$ cat src/rtl/agu_pkg.sv
package agu_pkg;

   localparam int MODE_W = 3;

   typedef enum logic [MODE_W-1:0] {
      AM_DIRECT  = 3'd0,
      AM_IND     = 3'd1,
      AM_DISP    = 3'd2,
      AM_PREDEC  = 3'd3,
      AM_POSTINC = 3'd4
   } amode_e;

   localparam int PTR_X = 0;
   localparam int PTR_Y = 1;
   localparam int PTR_Z = 2;

endpackage

$ cat src/rtl/agu_ptr_select.sv
module agu_ptr_select #(
   parameter int DATA_W    = 8,
   parameter int NUM_PTR   = 3,
   parameter int PTR_SEL_W = 2,
   parameter logic [NUM_PTR-1:0] DISP_OK_MASK = 3'b110,
   localparam int PTR_W    = 2 * DATA_W,
   localparam int BYTES_W  = PTR_W * NUM_PTR
) (
   input  logic [BYTES_W-1:0]   bytes_i,
   input  logic [PTR_SEL_W-1:0] sel_i,
   output logic [PTR_W-1:0]     ptr_o,
   output logic                 sel_ok_o,
   output logic                 disp_ok_o
);

   logic [PTR_W-1:0] pair [NUM_PTR];

   for (genvar g = 0; g < NUM_PTR; g++) begin : g_pair
      localparam int LO = 2 * g * DATA_W;
      assign pair[g] = {bytes_i[LO+DATA_W +: DATA_W], bytes_i[LO +: DATA_W]};
   end

   always_comb begin
      ptr_o     = '0;
      sel_ok_o  = 1'b0;
      disp_ok_o = 1'b0;
      for (int i = 0; i < NUM_PTR; i++) begin
         if (sel_i == PTR_SEL_W'(i)) begin
            ptr_o     = pair[i];
            sel_ok_o  = 1'b1;
            disp_ok_o = DISP_OK_MASK[i];
         end
      end
   end

endmodule

$ cat src/rtl/agu_addr_calc.sv
module agu_addr_calc
   import agu_pkg::*;
#(
   parameter int ADDR_W = 16,
   parameter int DISP_W = 6
) (
   input  logic [MODE_W-1:0] mode_i,
   input  logic [ADDR_W-1:0] ptr_i,
   input  logic              sel_ok_i,
   input  logic              disp_ok_i,
   input  logic [DISP_W-1:0] disp_i,
   input  logic [ADDR_W-1:0] direct_i,
   output logic [ADDR_W-1:0] ea_o,
   output logic              wb_o,
   output logic [ADDR_W-1:0] wb_val_o,
   output logic              illegal_o
);

   localparam logic [ADDR_W-1:0] ONE = ADDR_W'(1);

   logic [ADDR_W-1:0] disp_ext;
   logic [ADDR_W-1:0] ptr_dec;
   logic [ADDR_W-1:0] ptr_inc;

   assign disp_ext = {{(ADDR_W-DISP_W){1'b0}}, disp_i};
   assign ptr_dec  = ptr_i - ONE;
   assign ptr_inc  = ptr_i + ONE;

   always_comb begin
      ea_o      = '0;
      wb_o      = 1'b0;
      wb_val_o  = '0;
      illegal_o = 1'b0;
      case (mode_i)
         AM_DIRECT: ea_o = direct_i;
         AM_IND: begin
            if (sel_ok_i) ea_o = ptr_i;
            else          illegal_o = 1'b1;
         end
         AM_DISP: begin
            if (sel_ok_i && disp_ok_i) ea_o = ptr_i + disp_ext;
            else                       illegal_o = 1'b1;
         end
         AM_PREDEC: begin
            if (sel_ok_i) begin
               ea_o     = ptr_dec;
               wb_o     = 1'b1;
               wb_val_o = ptr_dec;
            end else begin
               illegal_o = 1'b1;
            end
         end
         AM_POSTINC: begin
            if (sel_ok_i) begin
               ea_o     = ptr_i;
               wb_o     = 1'b1;
               wb_val_o = ptr_inc;
            end else begin
               illegal_o = 1'b1;
            end
         end
         default: illegal_o = 1'b1;
      endcase
   end

endmodule

$ cat src/rtl/agu_out_stage.sv
module agu_out_stage #(
   parameter int ADDR_W    = 16,
   parameter int PTR_SEL_W = 2
) (
   input  logic                 clk,
   input  logic                 rst_n,
   input  logic                 req_i,
   input  logic [ADDR_W-1:0]    ea_i,
   input  logic                 wb_i,
   input  logic [PTR_SEL_W-1:0] sel_i,
   input  logic [ADDR_W-1:0]    wb_val_i,
   input  logic                 illegal_i,
   output logic [ADDR_W-1:0]    ea_o,
   output logic                 valid_o,
   output logic                 wb_o,
   output logic [PTR_SEL_W-1:0] wb_sel_o,
   output logic [ADDR_W-1:0]    wb_val_o,
   output logic                 illegal_o
);

   logic take;
   logic take_wb;

   assign take    = req_i && !illegal_i;
   assign take_wb = take && wb_i;

   always_ff @(posedge clk or negedge rst_n) begin
      if (!rst_n) begin
         ea_o      <= '0;
         valid_o   <= 1'b0;
         wb_o      <= 1'b0;
         wb_sel_o  <= '0;
         wb_val_o  <= '0;
         illegal_o <= 1'b0;
      end else begin
         ea_o      <= take ? ea_i : '0;
         valid_o   <= take;
         wb_o      <= take_wb;
         wb_sel_o  <= take_wb ? sel_i : '0;
         wb_val_o  <= take_wb ? wb_val_i : '0;
         illegal_o <= req_i && illegal_i;
      end
   end

endmodule

$ cat src/rtl/data_ptr_agu.sv
module data_ptr_agu
   import agu_pkg::*;
#(
   parameter int DATA_W    = 8,
   parameter int ADDR_W    = 16,
   parameter int DISP_W    = 6,
   parameter int NUM_PTR   = 3,
   parameter int PTR_SEL_W = 2,
   parameter logic [NUM_PTR-1:0] DISP_OK_MASK = 3'b110,
   localparam int BYTES_W  = 2 * DATA_W * NUM_PTR
) (
   input  logic                 clk,
   input  logic                 rst_n,
   input  logic                 req_valid,
   input  logic [MODE_W-1:0]    mode,
   input  logic [PTR_SEL_W-1:0] ptr_sel,
   input  logic [DISP_W-1:0]    disp,
   input  logic [ADDR_W-1:0]    direct_addr,
   input  logic [BYTES_W-1:0]   ptr_bytes,
   output logic [ADDR_W-1:0]    ea,
   output logic                 ea_valid,
   output logic                 wb_en,
   output logic [PTR_SEL_W-1:0] wb_sel,
   output logic [ADDR_W-1:0]    wb_value,
   output logic                 illegal
);

   if (ADDR_W != 2 * DATA_W) begin : g_bad_width
      $error("pointer width must be two data bytes");
   end
   if (DISP_W >= ADDR_W) begin : g_bad_disp
      $error("displacement must be narrower than the address");
   end
   if (NUM_PTR > (1 << PTR_SEL_W)) begin : g_bad_sel
      $error("pointer select too narrow for pointer count");
   end

   logic [ADDR_W-1:0] ptr_c;
   logic              sel_ok_c;
   logic              disp_ok_c;
   logic [ADDR_W-1:0] ea_c;
   logic              wb_c;
   logic [ADDR_W-1:0] wb_val_c;
   logic              illegal_c;

   agu_ptr_select #(
      .DATA_W      (DATA_W),
      .NUM_PTR     (NUM_PTR),
      .PTR_SEL_W   (PTR_SEL_W),
      .DISP_OK_MASK(DISP_OK_MASK)
   ) u_sel (
      .bytes_i  (ptr_bytes),
      .sel_i    (ptr_sel),
      .ptr_o    (ptr_c),
      .sel_ok_o (sel_ok_c),
      .disp_ok_o(disp_ok_c)
   );

   agu_addr_calc #(
      .ADDR_W(ADDR_W),
      .DISP_W(DISP_W)
   ) u_calc (
      .mode_i   (mode),
      .ptr_i    (ptr_c),
      .sel_ok_i (sel_ok_c),
      .disp_ok_i(disp_ok_c),
      .disp_i   (disp),
      .direct_i (direct_addr),
      .ea_o     (ea_c),
      .wb_o     (wb_c),
      .wb_val_o (wb_val_c),
      .illegal_o(illegal_c)
   );

   agu_out_stage #(
      .ADDR_W   (ADDR_W),
      .PTR_SEL_W(PTR_SEL_W)
   ) u_out (
      .clk      (clk),
      .rst_n    (rst_n),
      .req_i    (req_valid),
      .ea_i     (ea_c),
      .wb_i     (wb_c),
      .sel_i    (ptr_sel),
      .wb_val_i (wb_val_c),
      .illegal_i(illegal_c),
      .ea_o     (ea),
      .valid_o  (ea_valid),
      .wb_o     (wb_en),
      .wb_sel_o (wb_sel),
      .wb_val_o (wb_value),
      .illegal_o(illegal)
   );

endmodule

$ cat config.mk
export PLATFORM = sky130hd
export DESIGN_NAME = data_ptr_agu
export DESIGN_NICKNAME = d
export VERILOG_FILES = /design/src/rtl/agu_pkg.sv /design/src/rtl/agu_ptr_select.sv /design/src/rtl/agu_addr_calc.sv /design/src/rtl/agu_out_stage.sv /design/src/rtl/data_ptr_agu.sv
export SDC_FILE = /design/constraint.sdc
export NUM_CORES = 1
export LEC_CHECK = 0
export BUFFER_PORTS_ARGS = -buffer_cell sky130_fd_sc_hd__buf_2
export CORE_MARGIN = 10
export CORE_UTILIZATION = 44
export CTS_CLUSTER_SIZE = 16
export DETAILED_ROUTE_END_ITERATION = 8
export GPL_TIMING_DRIVEN = 0
export PLACE_DENSITY_LB_ADDON = 0.08
export SYNTH_ARGS = -nofsm -noshare
export SYNTH_HDL_FRONTEND = slang
export SYNTH_SLANG_ARGS = --single-unit
$ cat constraint.sdc
create_clock -name clk -period 0.9 [get_ports clk]
set_input_delay 0.045 -clock clk [delete_from_list [all_inputs] [get_ports clk]]
set_output_delay 0.045 -clock clk [all_outputs]
set_load 0.01 [all_outputs]
## After elaboration in Yosys (flattened, before gate mapping)

Index checks and enable logic that the tools add are counted.

| cells by class | value |
|---|---|
| $add $sub $neg | 3 |
| equality and inequality tests | 6 |
| mux-type cells | 22 |
| reduce and logical (&&, ||, !) cells | 10 |

Operators with widths:

| kind | number |
|---|---|
| $mux W16 | 9 |
| $pmux W16 S4 | 1 |
| $pmux W16 S2 | 1 |
| $add A16 B1 Y16 const B | 1 |
| $add A16 B6 Y16 | 1 |
| $sub A16 B1 Y16 const B | 1 |
| $mux W1 | 9 |
| $eq A3 B2 Y1 const B | 2 |
| $logic_and A1 B1 Y1 | 4 |
| $reduce_or A2 Y1 | 2 |
| $eq A3 B1 Y1 const B | 1 |
| $eq A3 B3 Y1 const B | 1 |
| $logic_not A3 Y1 | 1 |
| $pmux W1 S3 | 1 |
| $reduce_or A3 Y1 | 1 |
| $eq A2 B1 Y1 const B | 1 |
| $eq A2 B2 Y1 const B | 1 |
| $logic_not A2 Y1 | 1 |
| $mux W2 | 1 |
| $logic_not A1 Y1 | 1 |

| word-level totals | value |
|---|---|
| register bits after elaboration | 37 |
| logic and storage cells | 47 |

## Logic depth before layout (Yosys ltp)

Gate-level depths: netlist (run 1).

| logic depth | value |
|---|---|
| word-level depth | 11 |
| mapped depth | 15 |
| depth with buffers taken out | 12 |

## Modules after synthesis

From an unflattened synthesis (run 1), not the netlist that was laid out.

| second synthesis, totals | value |
|---|---|
| cell total of the unflattened synthesis | 439 |
| area total of the unflattened synthesis | 3769.9 µm² |

Modules (own cells, without submodules):

| module | times used | cells an instance | area an instance (µm²) | seq. area each (µm²) |
|---|---|---|---|---|
| agu_addr_calc | 1 | 279 | 1858.0 | 0.0 |
| agu_out_stage | 1 | 81 | 1336.3 | 925.9 |
| agu_ptr_select | 1 | 79 | 575.6 | 0.0 |

## Worst setup path before layout (run 1)

Ideal clock, no wire load.

| timing | value |
|---|---|
| kind | input to register |
| start | input port ptr_sel[1] |
| end | register u_out.ea_o[15] |
| library setup time | 0.137 ns |
| arrival | 2.343 ns |
| required time | 0.763 ns |
| slack | -1.579 ns |
| stages on the path | 13 |
| cell sequence | inv_1 ha_1 buf_2 nand3b_1 a21oi_2 buf_2 ha_1 a21o_1 a221o_1 buf_2 nand3_1 mux2i_1 a31oi_1 |

| between the ends | value |
|---|---|
| cells in the longest elaborated chain, start to end | 10 |
| elaborated cells on any way between the ends | 24 |

Ends and longest elaborated chain:

| item | line | source |
|---|---|---|
| start: declaration | data_ptr_agu.sv:16 | `input logic [PTR_SEL_W-1:0] ptr_sel,` |
| branches (longest 9 deep; another with $sub A16 B1 Y16) | - |  |
| $mux W16 * | agu_out_stage.sv:36 | `ea_o <= take ? ea_i : '0;` |
| end signal: assignment | agu_out_stage.sv:36 |  |
| end: declaration | agu_out_stage.sv:13 | `output logic [ADDR_W-1:0] ea_o,` |

Mark *: on every way between the ends.

## Worst setup path after layout (run 1)

| timing | value |
|---|---|
| start | input port ptr_sel[1] |
| end | register u_out.ea_o[8] |

Same word-level chain as after synthesis.

==> summary.md, run 1 <==
| Metric | Value |
|---|---|
| Final wirelength | between 15000 and 20000 microns |
| Layout cells sized above 1 | approximately three fifths |
| Starting Density | between 40 and 50% |
| Startpoint Class | input port |
| Core box area | around 0.0074 sq mm |
| First-pass DRT Iterations | 5 |
| Synth unique cells | 67 |
| Maximum clock path buffer count | 2 |
| Multi-input logic area | ~0.0031 sq mm |
| Die height | ~110 microns |
| TNS Setup | -35.72 ns |
| Proportion of netlist area held by the largest area contributor | 27.3% |
| TritonCTS clock tree | built |
| Wire length of the first global-routing pass | 22300 microns |
| Final Hold Fails | 37 |
| Global route overflow | 0 |
| HP Class | in2async |
| Post-synth top area cell | dfrtp_1 |
| Syn_area_per_cell | between 8 and 9 sq um |
| WHS | -0.165 ns |
| Initial antenna violation count | 0 |
| Largest net degree at the start of global routing | 38 |
| Max-cap violations | 0 |
| Cts hold-fix bufs | 3 |
| Crit path max-delay family | compound AO/OA/AOI/OAI gates |
| Min Tclk post-route | about 2.3 ns |
| DRC | 0 |
| Flop pwr share | between 20% and 30% |
| H-Tree Depth | 2 |
| Worst slew pin tran | ~0.84 ns |
| Final Non-Filler Cells | around 730 |
| Fmax | roughly 0.44 GHz |
| RSZ-0062 raised after global routing | true |
| Synth async-reset ratio | 100% |
| Design area | just over 0.006 sq mm |
| Die Area | ~0.012 sq mm |
| Net switching power | between 2 and 2.5 mW |
| Via/cell ratio | about 6.0 |
| Syn-to-layout area delta | 78.0% |
| Seq cells post-synth | 37 |
| CP Capture Type | flop |
| Vias in the first global route | roughly 4.3k |
| Critical path arrival | 2.41 ns |
| Fill cells | roughly 450 |
| Slew margin rel. | between 40 and 50% |
| Final nets | between 700 and 800 |
| Setup violations, final | 37 |
| CP Data Required Time | approximately 1.1 ns |
| Total Routing Usage GR | 23.7% |
| CP bufs+invs | 4 |
| Critical path class | in2reg |
| Number of port buffers | ~110 |
| Status | finished with violations |
| Die width | roughly 110 microns |
| Area after DPL | ~0.0045 sq mm |
| Layout Utilization | 82.0% |
| Main synth FF type | dfrtp_1 |
| Ports | between 100 and 150 |
| FF+latch area | roughly 930 sq um |
| Leak pwr | ~2.7 nW |
| Syn Nets | roughly 510 |
| EDFF count, synth | 0 |
| Syn Std Cell Area | 0.00339 sq mm |
| CP max FO | 8 |
| CP max stage cell | o21ai_4 |
| Routed length per instance | ~21 microns |
| Routability cong. | 0.932 |
| Clock-pin slew on the worst setup and hold paths | 0.09 ns |
| Diodes inserted | 0 |
| Commonest cells in the netlist | a21oi_1, nor2_1, dfrtp_1, nand2_1, o21ai_0 |
| Antenna-violating nets left | 0 |
| Num rows | 31 |
| Pwr dens | roughly 1000 mW/mm^2 |
| Failing checks | negative hold slack, negative setup slack |
| Critical-path cell list | buf_12, inv_16, ha_4, buf_4, nand3b_1, a21oi_4, buf_6, xnor2_4, ha_4, o21ai_4, o21ai_4, a21oi_2, o31ai_1, a31oi_1 |
| Sw frac | between 30% and 40% |
| Num CTS Buffers | 5 |
| Int Pwr | ~3.8 mW |
| Combinational share of power | roughly 53% |
| Crit-path max cell delay | 0.40 ns |
| Sequential fraction of the synthesis area | around 27% |
| Post-Syn Instances | between 400 and 500 |
| Top cells by area, synth | dfrtp_1, a21oi_1, nor2_1, ha_1, nand2_1 |
| Initial DRC count | approximately 440 |
| CTS sink count | 37 |
| Root buf cell | clkbuf_8 |
| Slew Viols, Final | 0 |
| Final critical-path share of the clock period | 252% |
| Routed via count | around 4.3k |
| PnR worst setup slack | -1.37 ns |
| Placed cells | 628 |
| Peak supply drop | 0.000487 V |
| Post-DP HPWL | ~9400 microns |
| Clock Power Share | a little under a fifth |
| Yosys warnings | 0 |
-- final timing paths --
kind / from / to / slack, ns / cells after the start
max: ptr_sel[1] / u_out.ea_o[8]$_DFF_PN0_ / -1.37 / 14
min: rst_n / u_out.wb_val_o[2]$_DFF_PN0_ / -0.16 / 1
max in group asynchronous: rst_n / u_out.ea_o[13]$_DFF_PN0_ / 0.53 / 1
min in group clk: ptr_sel[1] / u_out.wb_sel_o[1]$_DFF_PN0_ / 0.07 / 4
-- layer usage --
| layer | part of all wire, % | global-route usage, % |
|---|---|---|
| met1 | 39 | 29.3 |
| met2 | 47 | 37.9 |
| met3 | 10 | 6.41 |
| met4 | 3.9 | 10.2 |
| met5 | 0 | 0 |
-- cell type report --
cell class,instances,area share (%)
Sequential cell,37,15.3
Clock inverter,2,0.166
Inverter,13,1.41
Timing Repair Buffer,204,24.0
Buffer,28,4.62
Clock buffer,6,1.20
Tap cell,99,2.05
Multi-Input combinational cell,336,51.2
-- repair_timing --
item | 4_1_cts | 5_1_grt
pin swaps | 50 | 60
cloned | 2 | 0
setup buffers | 58 | 34
setup endpoints to repair | 35 | 37
endpoints found under the hold margin | 40 | 37
resized for setup | 109 | 70
-- through the flow --
stage | hold WS, ns | power, mW | worst slack [ns]
after CTS | -0.152 | 5.65 | -1.28
after detailed placement | 0.179 | 3.81 | -1.88
final | -0.165 | 6.18 | -1.37
after global routing | -0.0998 | 6.44 | -1.44
after global placement | 0.165 | 3.78 | -1.85
after floorplan | -0.251 | 3.19 | -1.31
-- cell usage in the layout, fill, tap and decap left out, types with 6 or more instances in the layout --
master / instances
nor2b_1: 8
buf_12: 6
clkbuf_8: 6
nand3_1: 7
ha_4: 12
xor2_1: 9
a22oi_1: 10
a21oi_4: 10
a21oi_2: 25
buf_2: 113
nor3_4: 6
nor2_4: 7
buf_6: 42
nor2_1: 34
nand2_1: 24
buf_4: 56
nand3b_1: 15
o21ai_0: 6
inv_1: 7
o21ai_1: 7
a31oi_1: 12
dfrtp_1: 37
a21oi_1: 19
-- cells by family after synthesis --
family | share of synthesized area (%)
buffers and inverters | 6.93
XOR/XNOR | 4.90
AND/OR/NAND/NOR | 28.2
adder cells (fa/ha/maj) | 4.42
multiplexers | 0.922
AO/OA/AOI/OAI | 27.3
flip-flops | 27.3
-- flip-flops by register name, summed over array words and instances, names as in the netlist --
| register | cells |
|---|---|
| u_out.wb_val_o | 16 |
| u_out.valid_o | 1 |
| u_out.wb_sel_o | 2 |
| u_out.ea_o | 16 |
| u_out.wb_o | 1 |
| u_out.illegal_o | 1 |
-- power by group through the flow --
stage	Sequential, mW	Combinational [mW]	Clock, mW
after floorplan	1.81	1.38	0
after global placement	1.77	2.02	0
after detailed placement	1.77	2.04	0
after CTS	1.74	2.74	1.17
after global routing	1.74	3.45	1.25
final	1.74	3.28	1.16
Note: power is estimated with default switching activity, not from simulation.
==> inputs of run 2 (changes only) <==
--- a/config.mk
+++ b/config.mk
@@ -10,8 +10,9 @@
 export CORE_UTILIZATION = 44
 export CTS_CLUSTER_SIZE = 16
 export DETAILED_ROUTE_END_ITERATION = 8
-export GPL_TIMING_DRIVEN = 0
+export GPL_TIMING_DRIVEN = 1
 export PLACE_DENSITY_LB_ADDON = 0.08
+export SLEW_MARGIN = 5
 export SYNTH_ARGS = -nofsm -noshare
 export SYNTH_HDL_FRONTEND = slang
 export SYNTH_SLANG_ARGS = --single-unit
==> run 2 against run 1 <==
Compared with the run above:
- utilization shrank 1.3 points
- sequential share of layout area grew 0.25 points
- largest power group unchanged
- die area is the same
- highest routed layer unchanged
- wire length is 4.6% lower
- maximum frequency grew 8.6%
- the run ends with negative setup slack left
- cell count rose by 2.3%
==> summary.md, run 2 (same netlist as run 1, synthesis figures left out) <==
| Metric | Value |
|---|---|
| Status | finished with violations |
| Failing checks | negative setup slack |
| Pwr dens | 990 mW/mm^2 (-3.2%) |
| Num CTS Buffers | 5 (unchanged) |
| Routability cong. | 0.884 (-5.1%) |
| Placed cells | 697 (+11%) |
| Maximum clock path buffer count | 2 (unchanged) |
| Slew Viols, Final | 0 (unchanged) |
| PnR worst setup slack | -1.19 ns (+0.180 ns) |
| Critical path class | in2reg |
| Post-DP HPWL | 10100 microns (+7.2%) |
| Slew margin rel. | 65.5% (+21 points) |
| Critical path arrival | 2.26 ns (-0.15 ns) |
| Starting Density | 46.0% (unchanged) |
| CTS sink count | 37 (unchanged) |
| Die width | 108 microns (unchanged) |
| Die height | 108 microns (unchanged) |
| CP Capture Type | flop |
| Diodes inserted | 0 (unchanged) |
| Final critical-path share of the clock period | 232% (-20 points) |
| H-Tree Depth | 2 (unchanged) |
| Core box area | 0.00737 sq mm (unchanged) |
| Hold path cells | 3 |
| Number of port buffers | 114 (+1.8%) |
| Final Non-Filler Cells | 742 (+2.3%) |
| Die Area | 0.0116 sq mm (unchanged) |
| Largest net degree at the start of global routing | 38 (unchanged) |
| Antenna-violating nets left | 0 (unchanged) |
| Most common cell after layout, fill and taps aside | buf_2 |
| Final wirelength | 14500 microns (-4.6%) |
| CP max FO | 8 (unchanged) |
| Most frequent cells in the layout | buf_2, buf_4, nor2_1 |
| Peak supply drop | 0.000570 V (+17%) |
| DRC | 0 (unchanged) |
| Wire length of the first global-routing pass | 22100 microns (-0.62%) |
| Worst slew pin tran | 0.513 ns (-0.322 ns) |
| Initial DRC count | 360 (-18%) |
| Routed via count | 4285 (-0.67%) |
| Regs by FF count | u_out.ea_o (16), u_out.wb_val_o (16), u_out.wb_sel_o (2) |
| Total Routing Usage GR | 23.4% (-0.34 points) |
| Syn-to-layout area delta | 75.1% |
| Leak pwr | 2.71 nW (+0.12%) |
| Startpoint Class | input port |
| Ports | 115 (unchanged) |
| Via/cell ratio | 5.77 (-2.9%) |
| Final Hold Fails | 0 (-100%) |
| Global route overflow | 0 (unchanged) |
| Setup violations, final | 37 (unchanged) |
| Layout cells sized above 1 | 57.7% (-2.7 points) |
| Max-cap violations | 0 (unchanged) |
| TritonCTS clock tree | built |
| Num rows | 31 (unchanged) |
| Final nets | 732 (+2.4%) |
| TNS Setup | -32.83 ns (+2.89 ns) |
| Clock-pin slew on the worst setup and hold paths | 0.09 ns (about the same) |
| Vias in the first global route | 4382 (+1.5%) |
| RSZ-0062 raised after global routing | true |
| Endpoint, Worst Hold | u_out.ea_o[0]$_DFF_PN0_ |
| Worst Hold Launch | direct_addr[0] |
| Initial antenna violation count | 0 (unchanged) |
| Min Tclk post-route | 2.09 ns (-0.180 ns) |
| Routed length per instance | 19.6 microns (-6.8%) |
| DP Worst Slack | -1.63 ns (+0.247 ns) |
| CP Data Required Time | 1.08 ns (+0.03 ns) |
| Root buf cell | clkbuf_8 |
| First-pass DRT Iterations | 5 (unchanged) |
| Fmax | 0.480 GHz (+8.6%) |
| HP Class | in2reg |
## run 2: layer usage
| layer | routed length [microns] | global-route usage (%) | up-vias | part of all wire (%) |
|---|---|---|---|---|
| met2 | 6900 | 38.1 | 251 | 47 |
| met1 | 5900 | 29.5 | 2011 | 41 |
| li1 | - | - | 1984 | - |
| met3 | 1320 | 4.91 | 39 | 9.1 |
| met4 | 406 | 8.97 | 0 | 2.8 |
| met5 | 0 | 0 | - | 0 |
## run 2: per-stage QoR
stage / power (mW) / hold WS (ns) / cell area (sq um) / util (%)
5_1_grt: 6.14 / 0.0333 / 5940 / 80.6
3_3_place_gp: 4.03 / 0.0219 / 5010 / 68.0
6_report: 5.88 / 0.0136 / 5940 / 80.6
4_1_cts: 5.60 / 0.0225 / 5670 / 76.9
2_1_floorplan: 3.19 / -0.251 / 3790 / -
3_5_place_dp: 4.07 / 0.0291 / 5010 / 68.0
## run 2: worst max-delay path: stages
cell and delay [ns]:
buf_12 0.11, inv_16 0.04, ha_4 0.18, buf_8 0.15
nand3b_1 0.19, a22o_4 0.27, inv_6 0.06, ha_4 0.16
ha_4 0.15, o21ai_4 0.07, o21ai_4 0.32, buf_6 0.16
a21oi_1 0.06, o31ai_1 0.19, a31oi_1 0.11
## run 2: power breakdown
group	switching [mW]	internal (mW)	leakage, nW
sequential	0.0137	1.72	0.508
combinational	1.54	1.41	2.16
clock	0.663	0.538	0.0450
## run 2: how the worst max path moves through the flow
stage / from / slack [ns] / to / cells after the start
2_1_floorplan: ptr_sel[1] / -1.31 / u_out.ea_o[13]$_DFF_PN0_ / 13
3_3_place_gp: ptr_sel[1] / -1.55 / u_out.ea_o[15]$_DFF_PN0_ / 11
6_report: ptr_sel[1] / -1.19 / u_out.ea_o[8]$_DFF_PN0_ / 15
5_1_grt: ptr_sel[0] / -1.27 / u_out.ea_o[6]$_DFF_PN0_ / 15
3_5_place_dp: ptr_sel[1] / -1.63 / u_out.ea_o[13]$_DFF_PN0_ / 10
4_1_cts: ptr_sel[0] / -1.12 / u_out.ea_o[9]$_DFF_PN0_ / 16
## run 2: area by class of cell
| cell class | instances | area [sq um] |
|---|---|---|
| repair buffers | 248 | 1770 |
| fillers | 480 | 1430 |
| well taps | 99 | 124 |
| clock buffers | 6 | 72.6 |
| inverters | 13 | 85.1 |
| clock inverters | 2 | 10.0 |
| multi-input cells | 337 | 2950 |
| flip-flops and latches | 37 | 926 |
## run 2: timing repair
item | CTS | global route
setup endpoints to repair | 36 | 37
hold endpoints to repair | 39 | 0
cloned | 1 | 0
setup buffers | 25 | 8
gates resized for setup | 83 | 44
pin swaps | 50 | 28
hold buffers | 3 | 0
==> inputs of run 3 (changes only) <==
==> constraint.sdc (replaced) <==
create_clock -name clk -period 0.9 [get_ports clk]
set_input_delay 0.045 -clock clk [delete_from_list [all_inputs] [get_ports clk]]
set_output_delay 0.045 -clock clk [all_outputs]
set_load 0.05 [all_outputs]
==> run 3 against run 2 <==
Compared with the run above:
- total power rose by 6.0%
- cell count grew 0.54%
- clock power is essentially flat
- the run still ends with negative setup slack left
==> summary.md, run 3 (same netlist as run 1, synthesis figures left out) <==
| Metric | Value |
|---|---|
| Final wirelength | 15100 microns (+3.7%) |
| Fmax | 0.460 GHz (-4.1%) |
| Slew margin rel. | 64.1% (-1.5 points) |
| CP Data Required Time | 1.07 ns (about the same) |
| Initial antenna violation count | 0 (unchanged) |
| Ports | 115 (unchanged) |
| Startpoint Class | input port |
| Starting Density | 46.0% (unchanged) |
| Routability cong. | 0.884 (unchanged) |
| First-pass DRT Iterations | 6 (+1) |
| Design area | 0.00621 sq mm (+4.4%) |
| Final Non-Filler Cells | 746 (+0.54%) |
| Fill cells | 425 (-11%) |
| CTS sink count | 37 (unchanged) |
| Num CTS Buffers | 5 (unchanged) |
| Final Hold Fails | 0 (unchanged) |
| Regs by FF count | u_out.ea_o (16), u_out.wb_val_o (16), u_out.wb_sel_o (2) |
| Die width | 108 microns (unchanged) |
| Root buf cell | clkbuf_8 |
| CP startpoint | ptr_sel[1] |
| Crit path max-delay family | compound AO/OA/AOI/OAI gates |
| Diodes inserted | 0 (unchanged) |
| Antenna-violating nets left | 0 (unchanged) |
| Core box area | 0.00737 sq mm (unchanged) |
| Peak supply drop | 0.000580 V (+1.6%) |
| TritonCTS clock tree | built |
| Critical-path cell list | buf_12, inv_16, ha_4, buf_8, nand3b_1, a22o_4, inv_6, ha_4, ha_4, o21ai_4, o21ai_4, buf_6, a21oi_1, o31ai_1, a31oi_1 |
| WHS | 0.0107 ns (-0.00288 ns) |
| Num rows | 31 (unchanged) |
| Die height | 108 microns (unchanged) |
| Largest net degree at the start of global routing | 38 (unchanged) |
| Layout Utilization | 84.2% (+3.6 points) |
| CP Capture Type | flop |
| M1 wire length | 6030 microns (+2.1%) |
| Min Tclk post-route | 2.17 ns (+0.0894 ns) |
| Final critical-path share of the clock period | 242% (+9.9 points) |
| Layout cells sized above 1 | 58.1% (+0.42 points) |
| Wire length of the first global-routing pass | 22600 microns (+2.0%) |
| Crit-path max cell delay | 0.33 ns (about the same) |
| Routed length per instance | 20.2 microns (+3.2%) |
| Vias in the first global route | 4425 (+0.98%) |
| Most frequent cells in the layout | buf_4, buf_2, buf_6 |
| PnR worst setup slack | -1.27 ns (-0.0894 ns) |
| Post-DP HPWL | 10100 microns (unchanged) |
| Routed via count | 4400 (+2.7%) |
| TNS Setup | -33.11 ns (-0.283 ns) |
| Pwr dens | 1000 mW/mm^2 (+1.5%) |
| Met2 wire length | 7030 microns (+1.9%) |
| Clock-pin slew on the worst setup and hold paths | 0.09 ns (about the same) |
| Worst slew pin tran | 0.535 ns (+0.0220 ns) |
| Area after DPL | 0.00501 sq mm (unchanged) |
| Met3 wire length | 1300 microns (-1.6%) |
| Via/cell ratio | 5.90 (+2.1%) |
| DRC | 0 (unchanged) |
| Slew Viols, Final | 0 (unchanged) |
| Max Used Layer | met4 |
| Final nets | 736 (+0.55%) |
| Status | finished with violations |
| Global route overflow | 0 (unchanged) |
| Placed cells | 697 (unchanged) |
| CP max stage cell | o21ai_4 |
| Failing checks | negative setup slack |
| Syn-to-layout area delta | 82.9% |
| Maximum clock path buffer count | 2 (unchanged) |
| Setup violations, final | 37 (unchanged) |
| Initial DRC count | 425 (+18%) |
| RSZ-0062 raised after global routing | true |
| CP bufs+invs | 5 (unchanged) |
| Critical path class | in2reg |
| HP Class | in2reg |
| H-Tree Depth | 2 (unchanged) |
| Final Power | 6.24 mW (+6.0%) |
| Number of port buffers | 114 (unchanged) |
| Max-cap violations | 0 (unchanged) |
| Most common cell after layout, fill and taps aside | buf_4 |
| Leak pwr | 2.75 nW (+1.3%) |
| Total Routing Usage GR | 23.9% (+0.53 points) |
| Die Area | 0.0116 sq mm (unchanged) |
| Cell mode on critical path | ha_4 |
| DP Worst Slack | -1.63 ns (unchanged) |
| Worst Hold Launch | direct_addr[0] |
| Critical path arrival | 2.35 ns (+0.09 ns) |
| CP max FO | 8 (unchanged) |
-- run 3: cell types whose count changed in the layout (fill, tap and decap cells not counted), sizes merged --
| cell | change |
|---|---|
| buf | +4 |
-- run 3: cell type report --
cell class / instances / area [sq um] / area share [%]
clock buffers: 6 / 72.6 / 1.17
multi-input cells: 337 / 2940 / 47.4
well taps: 99 / 124 / 2.00
clock inverters: 2 / 10.0 / 0.161
repair buffers: 252 / 2050 / 33.0
flip-flops and latches: 37 / 926 / 14.9
inverters: 13 / 85.1 / 1.37
-- run 3: path summary, 6_finish.rpt --
kind	endpoint	slack (ns)	cells after the start
setup / recovery	u_out.ea_o[8]$_DFF_PN0_	-1.27	15
hold / removal	u_out.ea_o[0]$_DFF_PN0_	0.01	3
max in group asynchronous	u_out.ea_o[15]$_DFF_PN0_	0.46	3
min in group asynchronous	u_out.wb_val_o[2]$_DFF_PN0_	0.23	3
-- run 3: what timing repair did --
action                                  in CTS  in global routing
endpoints found under the setup margin      73                 61
gates resized for setup                    133                 71
setup buffers                               25                 14
hold endpoints to repair                    39                  0
pin swaps                                   50                 47
cloned                                       1                  0
hold buffers                                 3                  0
-- run 3: power by group --
| part | switching, mW | internal, mW | total, mW | leakage (nW) |
|---|---|---|---|---|
| combinational | 1.78 | 1.52 | 3.30 | 2.19 |
| sequential | 0.0267 | 1.72 | 1.75 | 0.508 |
| clock | 0.652 | 0.538 | 1.19 | 0.0450 |
| total | 2.45 | 3.78 | 6.24 | 2.75 |
-- run 3: per-layer routing --
layer,vias to the layer above,global-route usage (%)
met5,-,0
met4,0,9.06
met3,60,4.97
met2,276,39.2
met1,2074,30.0
li1,1990,-
-- run 3: worst min-delay path, stage by stage --
cell      delay, ns
buf_2          0.08
a221oi_2       0.04
nor2_1         0.10
